File: src/rtl/swclk_pkg.sv
package swclk_pkg;

    typedef enum logic [1:0] {
        SRC_INTERNAL = 2'd0,
        SRC_EXTERNAL = 2'd1,
        SRC_FALLBACK = 2'd2
    } src_mode_e;

    typedef struct packed {
        logic fire_a;
        logic fire_b;
        logic wrap;
    } osc_evt_t;

    function automatic int clamp_period(input int p, input int lo, input int hi);
        if (p < lo) return lo;
        if (p > hi) return hi;
        return p;
    endfunction

    function automatic logic duty_in_band(input int high_len, input int per);
        return (5 * high_len >= per) && (5 * high_len <= 4 * per);
    endfunction

endpackage

File: src/rtl/swclk_meter.sv
module swclk_meter
    import swclk_pkg::*;
#(
    parameter int CNT_W = 8,
    parameter int MIN_P = 8,
    parameter int MAX_P = 64
) (
    input  logic             clk,
    input  logic             rst,
    input  logic             sync_i,
    input  logic             clear,
    output logic             qual,
    output logic [CNT_W-1:0] meas_per
);
    localparam logic [CNT_W-1:0] SAT = {CNT_W{1'b1}};
    localparam logic [CNT_W-1:0] ONE = CNT_W'(1);

    logic             sync_r;
    logic [CNT_W-1:0] since_fall;
    logic [CNT_W-1:0] high_len;
    logic             have_prev;
    logic             rise, fall, per_ok, duty_ok;

    assign rise    = sync_i & ~sync_r;
    assign fall    = ~sync_i & sync_r;
    assign per_ok  = (int'(since_fall) >= MIN_P) && (int'(since_fall) <= MAX_P);
    assign duty_ok = duty_in_band(int'(high_len), int'(since_fall));
    assign qual    = fall & have_prev & ~clear & per_ok & duty_ok;
    assign meas_per = since_fall;

    always_ff @(posedge clk) begin
        if (rst) begin
            sync_r     <= 1'b0;
            since_fall <= SAT;
            high_len   <= '0;
            have_prev  <= 1'b0;
        end else begin
            sync_r     <= sync_i;
            since_fall <= fall ? ONE : ((since_fall == SAT) ? SAT : since_fall + ONE);
            high_len   <= rise ? ONE : ((high_len == SAT) ? SAT : high_len + ONE);
            have_prev  <= clear ? 1'b0 : (fall ? 1'b1 : have_prev);
        end
    end


    ref_after_fall_chk: assert property (@(posedge clk) disable iff (rst)
        $rose(have_prev) |-> ($past(sync_r) && !$past(sync_i)));


    qual_in_range_chk: assert property (@(posedge clk) disable iff (rst)
        qual |-> (meas_per <= CNT_W'(MAX_P)));

endmodule

File: src/rtl/swclk_osc.sv
module swclk_osc
    import swclk_pkg::*;
#(
    parameter int CNT_W = 8
) (
    input  logic             clk,
    input  logic             rst,
    input  logic             run,
    input  logic [CNT_W-1:0] cur_per,
    output osc_evt_t         evt
);
    localparam logic [CNT_W-1:0] ONE = CNT_W'(1);

    logic [CNT_W-1:0] cnt;
    logic [CNT_W-1:0] last_idx;
    logic [CNT_W-1:0] half_idx;

    assign last_idx   = cur_per - ONE;
    assign half_idx   = cur_per >> 1;
    assign evt.fire_a = run && (cnt == '0);
    assign evt.fire_b = run && (cnt == half_idx);
    assign evt.wrap   = run && (cnt >= last_idx);

    always_ff @(posedge clk) begin
        if (rst || !run) begin
            cnt <= '0;
        end else if (cnt >= last_idx) begin
            cnt <= '0;
        end else begin
            cnt <= cnt + ONE;
        end
    end


    split_phase_chk: assert property (@(posedge clk) disable iff (rst)
        evt.fire_a |-> !evt.fire_b);


    stop_clears_chk: assert property (@(posedge clk) disable iff (rst)
        !run |=> (cnt == '0));

endmodule

File: src/rtl/swclk_mode.sv
module swclk_mode
    import swclk_pkg::*;
#(
    parameter int TIMEOUT   = 128,
    parameter int FB_CYCLES = 16
) (
    input  logic      clk,
    input  logic      rst,
    input  logic      sync_i,
    input  logic      qual,
    input  logic      wrap,
    output src_mode_e mode
);
    localparam int IDLE_W = $clog2(TIMEOUT + 1);
    localparam int FB_W   = $clog2(FB_CYCLES + 1);

    logic [IDLE_W-1:0] idle;
    logic [FB_W-1:0]   fb_cnt;

    always_ff @(posedge clk) begin
        if (rst) begin
            mode   <= SRC_INTERNAL;
            idle   <= '0;
            fb_cnt <= '0;
        end else begin
            unique case (mode)
                SRC_EXTERNAL: begin
                    if (qual) begin
                        idle <= '0;
                    end else if (idle == IDLE_W'(TIMEOUT - 1)) begin
                        mode   <= SRC_FALLBACK;
                        fb_cnt <= '0;
                        idle   <= '0;
                    end else begin
                        idle <= idle + IDLE_W'(1);
                    end
                end
                SRC_FALLBACK: begin
                    if (sync_i) begin
                        mode <= SRC_EXTERNAL;
                        idle <= '0;
                    end else if (wrap) begin
                        if (fb_cnt == FB_W'(FB_CYCLES - 1)) begin
                            mode   <= SRC_INTERNAL;
                            fb_cnt <= '0;
                        end else begin
                            fb_cnt <= fb_cnt + FB_W'(1);
                        end
                    end
                end
                default: begin
                    if (sync_i) begin
                        mode <= SRC_EXTERNAL;
                        idle <= '0;
                    end
                end
            endcase
        end
    end


    fb_bound_chk: assert property (@(posedge clk) disable iff (rst)
        int'(fb_cnt) < FB_CYCLES);


    idle_bound_chk: assert property (@(posedge clk) disable iff (rst)
        int'(idle) < TIMEOUT);


    exit_to_fallback_chk: assert property (@(posedge clk) disable iff (rst)
        ($past(mode) == SRC_EXTERNAL && mode != SRC_EXTERNAL) |-> (mode == SRC_FALLBACK));

endmodule

File: src/rtl/swclk_select.sv
module swclk_select
    import swclk_pkg::*;
#(
    parameter int CNT_W      = 8,
    parameter int MAX_PERIOD = 64,
    parameter int FB_CYCLES  = 16
) (
    input  logic             clk,
    input  logic             rst,
    input  logic [CNT_W-1:0] period_i,
    input  logic             sync_i,
    output logic             start_a_o,
    output logic             start_b_o,
    output logic             sync_mode_o
);
    localparam int MIN_PERIOD = MAX_PERIOD / 8;
    localparam int FB_PERIOD  = 2 * MAX_PERIOD;
    localparam int TIMEOUT    = 2 * MAX_PERIOD;

    src_mode_e        mode;
    osc_evt_t         osc_evt;
    logic             qual;
    logic [CNT_W-1:0] meas_per;
    logic [CNT_W-1:0] cur_per;
    logic [CNT_W-1:0] b_cnt;
    logic             in_ext;
    logic             ext_fire_b;

    assign in_ext     = (mode == SRC_EXTERNAL);
    assign ext_fire_b = in_ext && (b_cnt == CNT_W'(1));
    assign cur_per    = (mode == SRC_FALLBACK) ? CNT_W'(FB_PERIOD)
                      : CNT_W'(clamp_period(int'(period_i), MIN_PERIOD, MAX_PERIOD));
    assign sync_mode_o = in_ext;

    swclk_meter #(.CNT_W(CNT_W), .MIN_P(MIN_PERIOD), .MAX_P(MAX_PERIOD)) u_meter (
        .clk(clk), .rst(rst), .sync_i(sync_i), .clear(!in_ext),
        .qual(qual), .meas_per(meas_per)
    );

    swclk_osc #(.CNT_W(CNT_W)) u_osc (
        .clk(clk), .rst(rst), .run(!in_ext), .cur_per(cur_per), .evt(osc_evt)
    );

    swclk_mode #(.TIMEOUT(TIMEOUT), .FB_CYCLES(FB_CYCLES)) u_mode (
        .clk(clk), .rst(rst), .sync_i(sync_i), .qual(qual),
        .wrap(osc_evt.wrap), .mode(mode)
    );

    always_ff @(posedge clk) begin
        if (rst) begin
            b_cnt     <= '0;
            start_a_o <= 1'b0;
            start_b_o <= 1'b0;
        end else begin
            if (!in_ext)               b_cnt <= '0;
            else if (qual)             b_cnt <= meas_per >> 1;
            else if (b_cnt != '0)      b_cnt <= b_cnt - CNT_W'(1);
            start_a_o <= in_ext ? qual : osc_evt.fire_a;
            start_b_o <= in_ext ? ext_fire_b : osc_evt.fire_b;
        end
    end


    entry_on_high_chk: assert property (@(posedge clk) disable iff (rst)
        $rose(sync_mode_o) |-> $past(sync_i));


    start_on_fall_chk: assert property (@(posedge clk) disable iff (rst)
        (start_a_o && $past(sync_mode_o)) |-> !$past(sync_i));


    half_bound_chk: assert property (@(posedge clk) disable iff (rst)
        int'(b_cnt) <= MAX_PERIOD / 2);

endmodule

File: config.mk
export PLATFORM = sky130hd
export DESIGN_NAME = swclk_select
export DESIGN_NICKNAME = d
export VERILOG_FILES = /design/src/rtl/swclk_pkg.sv /design/src/rtl/swclk_meter.sv /design/src/rtl/swclk_osc.sv /design/src/rtl/swclk_mode.sv /design/src/rtl/swclk_select.sv
export SDC_FILE = /design/constraint.sdc
export NUM_CORES = 1
export LEC_CHECK = 0
export ABC_AREA = 1
export BUFFER_PORTS_ARGS = -buffer_cell sky130_fd_sc_hd__buf_2
export CAP_MARGIN = 15
export CORE_AREA = 3 3 121 77
export DETAILED_ROUTE_END_ITERATION = 10
export DIE_AREA = 0 0 124 80
export HOLD_SLACK_MARGIN = 0.08
export SYNTH_ARGS = -nofsm -noshare
export SYNTH_HDL_FRONTEND = slang
export SYNTH_SLANG_ARGS = --single-unit
File: constraint.sdc
create_clock -name clk -period 4.9 [get_ports clk]
set_input_delay 0.245 -clock clk [delete_from_list [all_inputs] [get_ports clk]]
set_output_delay 0.245 -clock clk [all_outputs]
set_load 0.005 [all_outputs]
==> results of run 1 <==
## layout by cell type, fill, tap and decap left out, types with 2 or more instances in the layout
master | netlist | final
o211ai_1 | 2 | 2
nor4_1 | 3 | 3
a31oi_1 | 6 | 6
dfxtp_1 | 51 | 51
xor2_1 | 23 | 23
nor2_1 | 44 | 44
clkbuf_16 | 0 | 5
or2_1 | 3 | 3
a211oi_1 | 2 | 2
o21ai_0 | 11 | 11
clkinv_4 | 1 | 3
xnor2_1 | 8 | 8
nand4_1 | 12 | 12
or2_2 | 4 | 4
nor3_1 | 14 | 14
inv_2 | 3 | 3
nand3b_1 | 2 | 2
a21oi_2 | 2 | 2
a21oi_1 | 46 | 46
inv_1 | 76 | 76
nor3b_1 | 2 | 2
buf_2 | 4 | 13
ha_1 | 47 | 47
nand3_1 | 47 | 47
nand2_1 | 99 | 99
## registers in the layout, indices dropped and copies added (netlist names)
register and count:
u_meter.high_len 8, u_meter.have_prev 1, start_a_o 1, u_meter.meas_per 8, start_b_o 1, u_osc.cnt 8, u_mode.idle 8, b_cnt 8
u_mode.mode 2, u_mode.fb_cnt 5, u_meter.sync_r 1
## worst min-delay path, stage by stage
cell and delay (ps):
buf_2 130, inv_1 50, nor2_1 30
## layer usage
layer / part of all wire / wire (um) / up-vias / GRT usage
li1: - / - / 1750 / -
met1: 0.54 / 4513 / 1490 / 0.2690
met2: 0.40 / 3383 / 49 / 0.2712
met3: 0.050 / 416 / 7 / 0.03824
met4: 0.0085 / 71 / 0 / 0.03825
met5: 0 / 0 / - / 0
## worst paths after layout
| path | slack [ps] | start | to | depth (start not counted) |
|---|---|---|---|---|
| worst min register to register | 460 | u_mode.fb_cnt[4]$_SDFFE_PP0P_ | u_mode.fb_cnt[4]$_SDFFE_PP0P_ | 2 |
| worst max-delay path | 960 | u_meter.high_len[3]$_SDFF_PP0_ | b_cnt[4]$_SDFFE_PP0P_ | 15 |
| worst max register to register | 960 | u_meter.high_len[3]$_SDFF_PP0_ | b_cnt[4]$_SDFFE_PP0P_ | 15 |
| worst min-delay path | 200 | sync_i | u_meter.sync_r$_SDFF_PP0_ | 3 |
## metrics by stage
step / power [uW] / worst slack, ps / utilization
after floorplan: 960.2 / 1911 / -
after global placement: 1081 / 1137 / 0.4635
final: 1458 / 961.1 / 0.4820
after CTS: 1467 / 975.4 / 0.4820
after detailed placement: 1098 / 987.3 / 0.4635
after global routing: 1589 / 507.6 / 0.4820
## report_power, final
part	total (uW)	internal, uW	switching, uW
Combinational	536	197	339
Sequential	555	481	73.3
Clock	367	195	172
Total	1460	874	584
## cell families after synthesis
| group | Yosys count |
|---|---|
| and+or+nand+nor | 233 |
| buffers and inverters | 88 |
| AOI/OAI and AO/OA | 73 |
| DFF | 51 |
| adders and majority gates | 48 |
| xor gates and xnor gates | 31 |
| other | 1 |
## final cells by class
| type | count | area [sq um] | area share |
|---|---|---|---|
| well taps | 112 | 140.1 | 0.03491 |
| repair buffers | 13 | 65.06 | 0.01621 |
| clock inverters | 3 | 28.78 | 0.007170 |
| inverters | 80 | 305.3 | 0.07606 |
| multi-input cells | 386 | 2328 | 0.5801 |
| flip-flops and latches | 51 | 1021 | 0.2544 |
| clock buffers | 5 | 125.1 | 0.03117 |
==> results.py, run 1 <==
metrics = {
    "worst_setup_path": {
        "crit_path_end_kind": "register",
        "critical_path.top_delay_family": "adder cells",
        "cp-start-kind": "register",
        "arrival_ps": 4170,
        "path_cells": "ha_1 > ha_1 > fa_1 > a31oi_1 > xor2_1 > inv_1 > ha_1 > nand2_1 > nor3_1 > nand4_1 > a21oi_2 > nand2_1 > clkinv_4 > nand2_1 > a21oi_1",
        "crit_fanout": 30,
        "cp_slowest_cell": "nand2_1",
        "worst-path-buf-inv": 2,
        "cpPeakStageDelay_ps": 600,
        "critPathRequiredTime_ps": 5130,
        "crit_type": "register to register",
    },
    "placement": {
        "io_buffers": 13,
        "routabilityCongestion": 0.8545,
        "placed_cell_area_sq_um": 3860,
        "dp_hpwl_um": 6634,
        "placedCellCount": 642,
    },
    "routing": {
        "avgRoutedWirePerCell_um": 12.90,
        "drc": 0,
        "dr.pass1.iters": 4,
        "num_vias": 3296,
        "vias_per_cell": 5.071,
        "drt-initial-drc-count": 174,
        "drt-total-wl_um": 8385,
        "final_antenna_net_count": 0,
    },
    "global_routing": {
        "grt_pass1_wl_um": 14500,
        "grt_max_degree": 31,
        "antenna_found_initial": 0,
        "grt-ovfl-total": 0,
        "track_usage": 0.1822,
        "grt_pass1_vias": 3102,
    },
    "synthesis": {
        "synth_fp_nets": 584,
        "synth_top_family_by_area": "simple AND/OR/NAND/NOR gates",
        "ys_ff_latch": 51,
        "synth-async-reset-ratio": 0,
        "yosys-top-cells-area": "dfxtp_1 (28%), ha_1 (16%), nand2_1 (10%), inv_1 (7.7%), nand3_1 (6.4%)",
        "synthCells": 525,
        "synth.top_cell.area_share": 0.2764,
        "synth_xor_xnor_area_share": 0.07351,
        "synthAdderAreaFrac": 0.1646,
        "syn_area_per_cell_sq_um": 7.035,
        "synth_edf_count": 0,
        "synth_compound_area_frac": 0.1104,
        "synthSimpleGateAreaFrac": 0.2808,
        "synth_flop_cell": "dfxtp_1",
        "ys_types": 35,
        "muxShareOfSynthArea": 0,
        "yosysTopAreaCell": "dfxtp_1",
        "synth_most_common_cell": "nand2_1",
        "synth_top_cells_by_count": "nand2_1 (99), inv_1 (76), dfxtp_1 (51)",
        "synth_area_sq_um": 3694,
        "yosysSeqAreaShare": 0.2764,
        "yosys_warnings": 0,
    },
    "status": {
        "outcome": "finished clean",
    },
    "clocking": {
        "clkTransAtPathRegs_ps": 80,
        "cts_resized": 0,
        "htreeDepth": 2,
        "cts.sinks": 51,
        "clock_path_buffers": 2,
        "insertion_delay_ps": 300,
        "cts_setup_buffers": 0,
        "hold_buffers": 0,
        "cts_buffers": 5,
        "ctsRootBufferMaster": "clkbuf_16",
        "cts_tree": "built",
    },
    "floorplanning": {
        "die_w_um": 124,
        "core_area_sq_um": 8328,
        "pin_count": 14,
        "fp.dieArea_sq_um": 9920,
        "die_height_um": 80,
        "start_util": 0.4435,
        "rows": 26,
    },
    "cells_and_area": {
        "final_cells": 650,
        "syn_to_final_growth_pct": 8.672,
        "final_area_sq_um": 4014,
        "layout-drive-gt1-share": 0.06506,
        "nets": 596,
        "fillers": 855,
        "num_antenna_cells": 0,
    },
    "sta": {
        "hold_viol": 0,
        "finalSetupViolations": 0,
        "finalMaxSlewViolations": 0,
        "post-route-period-util": 0.8038,
        "fmax_ghz": 0.2539,
        "tightestPinTransition_ps": 1003,
        "min_period_ps": 3939,
        "slew_headroom": 0.3297,
        "grt_setup_unrepaired": "false",
        "whs_ps": 197.2,
        "fin_setup_tns_ps": 0,
        "clock_skew_ps": 10.68,
    },
    "power_and_ir_drop": {
        "leakage_uw": 0.002029,
        "peakVddDrop_mv": 0.2460,
        "powerDensity_nw_per_um2": 363.2,
    },
    "flow_run": {
        "max_cap_violations": 0,
    },
    "worst_hold_path": {
        "hold_class": "input port to register",
    },
}
(Power assumes the default switching activity.)
==> run 2, diff against run 1 <==
- clock period: 4.9 -> 3.7 ns (I/O delays scaled with it)
==> run 2 against run 1 <==
Compared with the run above:
- highest routed layer unchanged
- non-clock buffer count rose by 1
- global-route usage down 0.23 points
- setup slack lost 600 ps
- total power is 33% higher
- cell area rose by 0.47%
- final cell count is 0.15% higher
- hold slack worse by 51 ps
- critical endpoint unchanged
==> results.py, run 2 (synthesized netlist as in run 1, its figures left out) <==
metrics = {
    "floorplanning": {
        "die_height_um": 80,
        "die_w_um": 124,
        "core_area_sq_um": 8328,
        "fp.dieArea_sq_um": 9920,
        "pin_count": 14,
        "start_util": 0.4435,
        "rows": 26,
    },
    "sta": {
        "tightestPinTransition_ps": 583.8,
        "fin_setup_tns_ps": 0,
        "hold_viol": 0,
        "post-route-period-util": 0.9030,
        "finalMaxSlewViolations": 0,
        "slew_headroom": 0.6094,
        "fmax_ghz": 0.2993,
        "min_period_ps": 3341,
        "grt_setup_unrepaired": "false",
        "finalSetupViolations": 0,
        "clock_skew_ps": 8.378,
    },
    "cells_and_area": {
        "nets": 597,
        "final_util": 0.4842,
        "num_antenna_cells": 0,
        "final_common_cell": "nand2_1",
        "fillers": 851,
        "layout-drive-gt1-share": 0.06679,
        "final_cell_mix": "nand2_1 (99), inv_1 (76), dfxtp_1 (51)",
        "syn_to_final_growth_pct": 9.180,
    },
    "global_routing": {
        "grt_max_degree": 31,
        "track_usage": 0.1799,
        "grt_pass1_wl_um": 14300,
        "grt-ovfl-total": 0,
        "antenna_found_initial": 0,
        "grt_pass1_vias": 3048,
    },
    "power_and_ir_drop": {
        "powerDensity_nw_per_um2": 480.8,
        "peakVddDrop_mv": 0.2377,
        "p_total_uw": 1939,
        "leakage_uw": 0.002036,
    },
    "clocking": {
        "hold_buffers": 0,
        "clock_path_buffers": 2,
        "cts_resized": 0,
        "cts.sinks": 51,
        "cts_buffers": 5,
        "htreeDepth": 2,
        "cts_setup_buffers": 0,
        "ctsRootBufferMaster": "clkbuf_16",
        "clkTransAtPathRegs_ps": 80,
        "cts_tree": "built",
        "insertion_delay_ps": 300,
    },
    "worst_setup_path": {
        "cp-start-kind": "register",
        "crit_path_end_kind": "register",
        "crit_type": "register to register",
        "critPathRequiredTime_ps": 3930,
        "arrival_ps": 3570,
        "crit_fanout": 30,
    },
    "status": {
        "outcome": "finished clean",
    },
    "routing": {
        "drt-initial-drc-count": 217,
        "avgRoutedWirePerCell_um": 13.08,
        "dr.pass1.iters": 8,
        "num_vias": 3333,
        "drc": 0,
        "drt-total-wl_um": 8513,
        "vias_per_cell": 5.120,
        "final_antenna_net_count": 0,
    },
    "worst_hold_path": {
        "hold_class": "input port to register",
    },
    "placement": {
        "io_buffers": 13,
        "routabilityCongestion": 0.8603,
        "dp_hpwl_um": 6570,
    },
    "flow_run": {
        "max_cap_violations": 0,
    },
}
-- run 2: layout make-up --
type	instances	area, sq um	share of cell area
Inverter	80	305.3	0.07571
Sequential cell	51	1021	0.2532
Clock buffer	5	125.1	0.03103
Timing Repair Buffer	14	85.08	0.02110
Clock inverter	3	27.53	0.006826
Tap cell	112	140.1	0.03475
Multi-Input combinational cell	386	2328	0.5774
-- run 2: layer usage --
metal  global-route usage  routed length (um)
met1               0.2721                4685
met2               0.2593                3361
met3              0.03045                 369
met4              0.04918                  96
met5                    0                   0
-- run 2: worst max-delay path: stages, from the launching register on --
cell	delay, ps
dfxtp_1	420
ha_1	270
ha_1	240
fa_1	440
a31oi_1	210
xor2_1	160
inv_1	70
ha_1	290
nand2_1	110
nor2_1	60
o21ai_0	70
o211ai_1	110
nand2_1	70
nand2_1	60
a21oi_2	130
nand2_1	100
buf_12	170
clkinv_4	80
nand2_1	50
a21oi_1	140
-- run 2: power by group --
part	internal (uW)	leakage, uW	switching (uW)	total [uW]
clock network	257	0.0000719	231	488
logic	260	0.00155	453	713
registers	637	0.000416	100	737
-- run 2: final timing paths --
| kind | from | to | slack [ps] | depth (start not counted) |
|---|---|---|---|---|
| worst max register to register | u_meter.high_len[3]$_SDFF_PP0_ | b_cnt[4]$_SDFFE_PP0P_ | 360 | 19 |
| worst max-delay path | u_meter.high_len[3]$_SDFF_PP0_ | b_cnt[4]$_SDFFE_PP0P_ | 360 | 19 |
| worst min-delay path | sync_i | u_meter.sync_r$_SDFF_PP0_ | 150 | 3 |
| worst min register to register | u_mode.fb_cnt[4]$_SDFFE_PP0P_ | u_mode.fb_cnt[4]$_SDFFE_PP0P_ | 470 | 2 |
-- run 2: stage by stage --
stage / worst slack (ps) / cells / instance area (sq um) / hold WS, ps
after global routing: 35.46 / 651 / 4033 / 148.7
final: 359.1 / 651 / 4033 / 146.1
after CTS: 350.1 / 651 / 4033 / 139.8
after global placement: 470.7 / 643 / 3880 / 440.0
after floorplan: 710.8 / 525 / 3694 / 292.0
after detailed placement: 396.4 / 643 / 3880 / 454.9
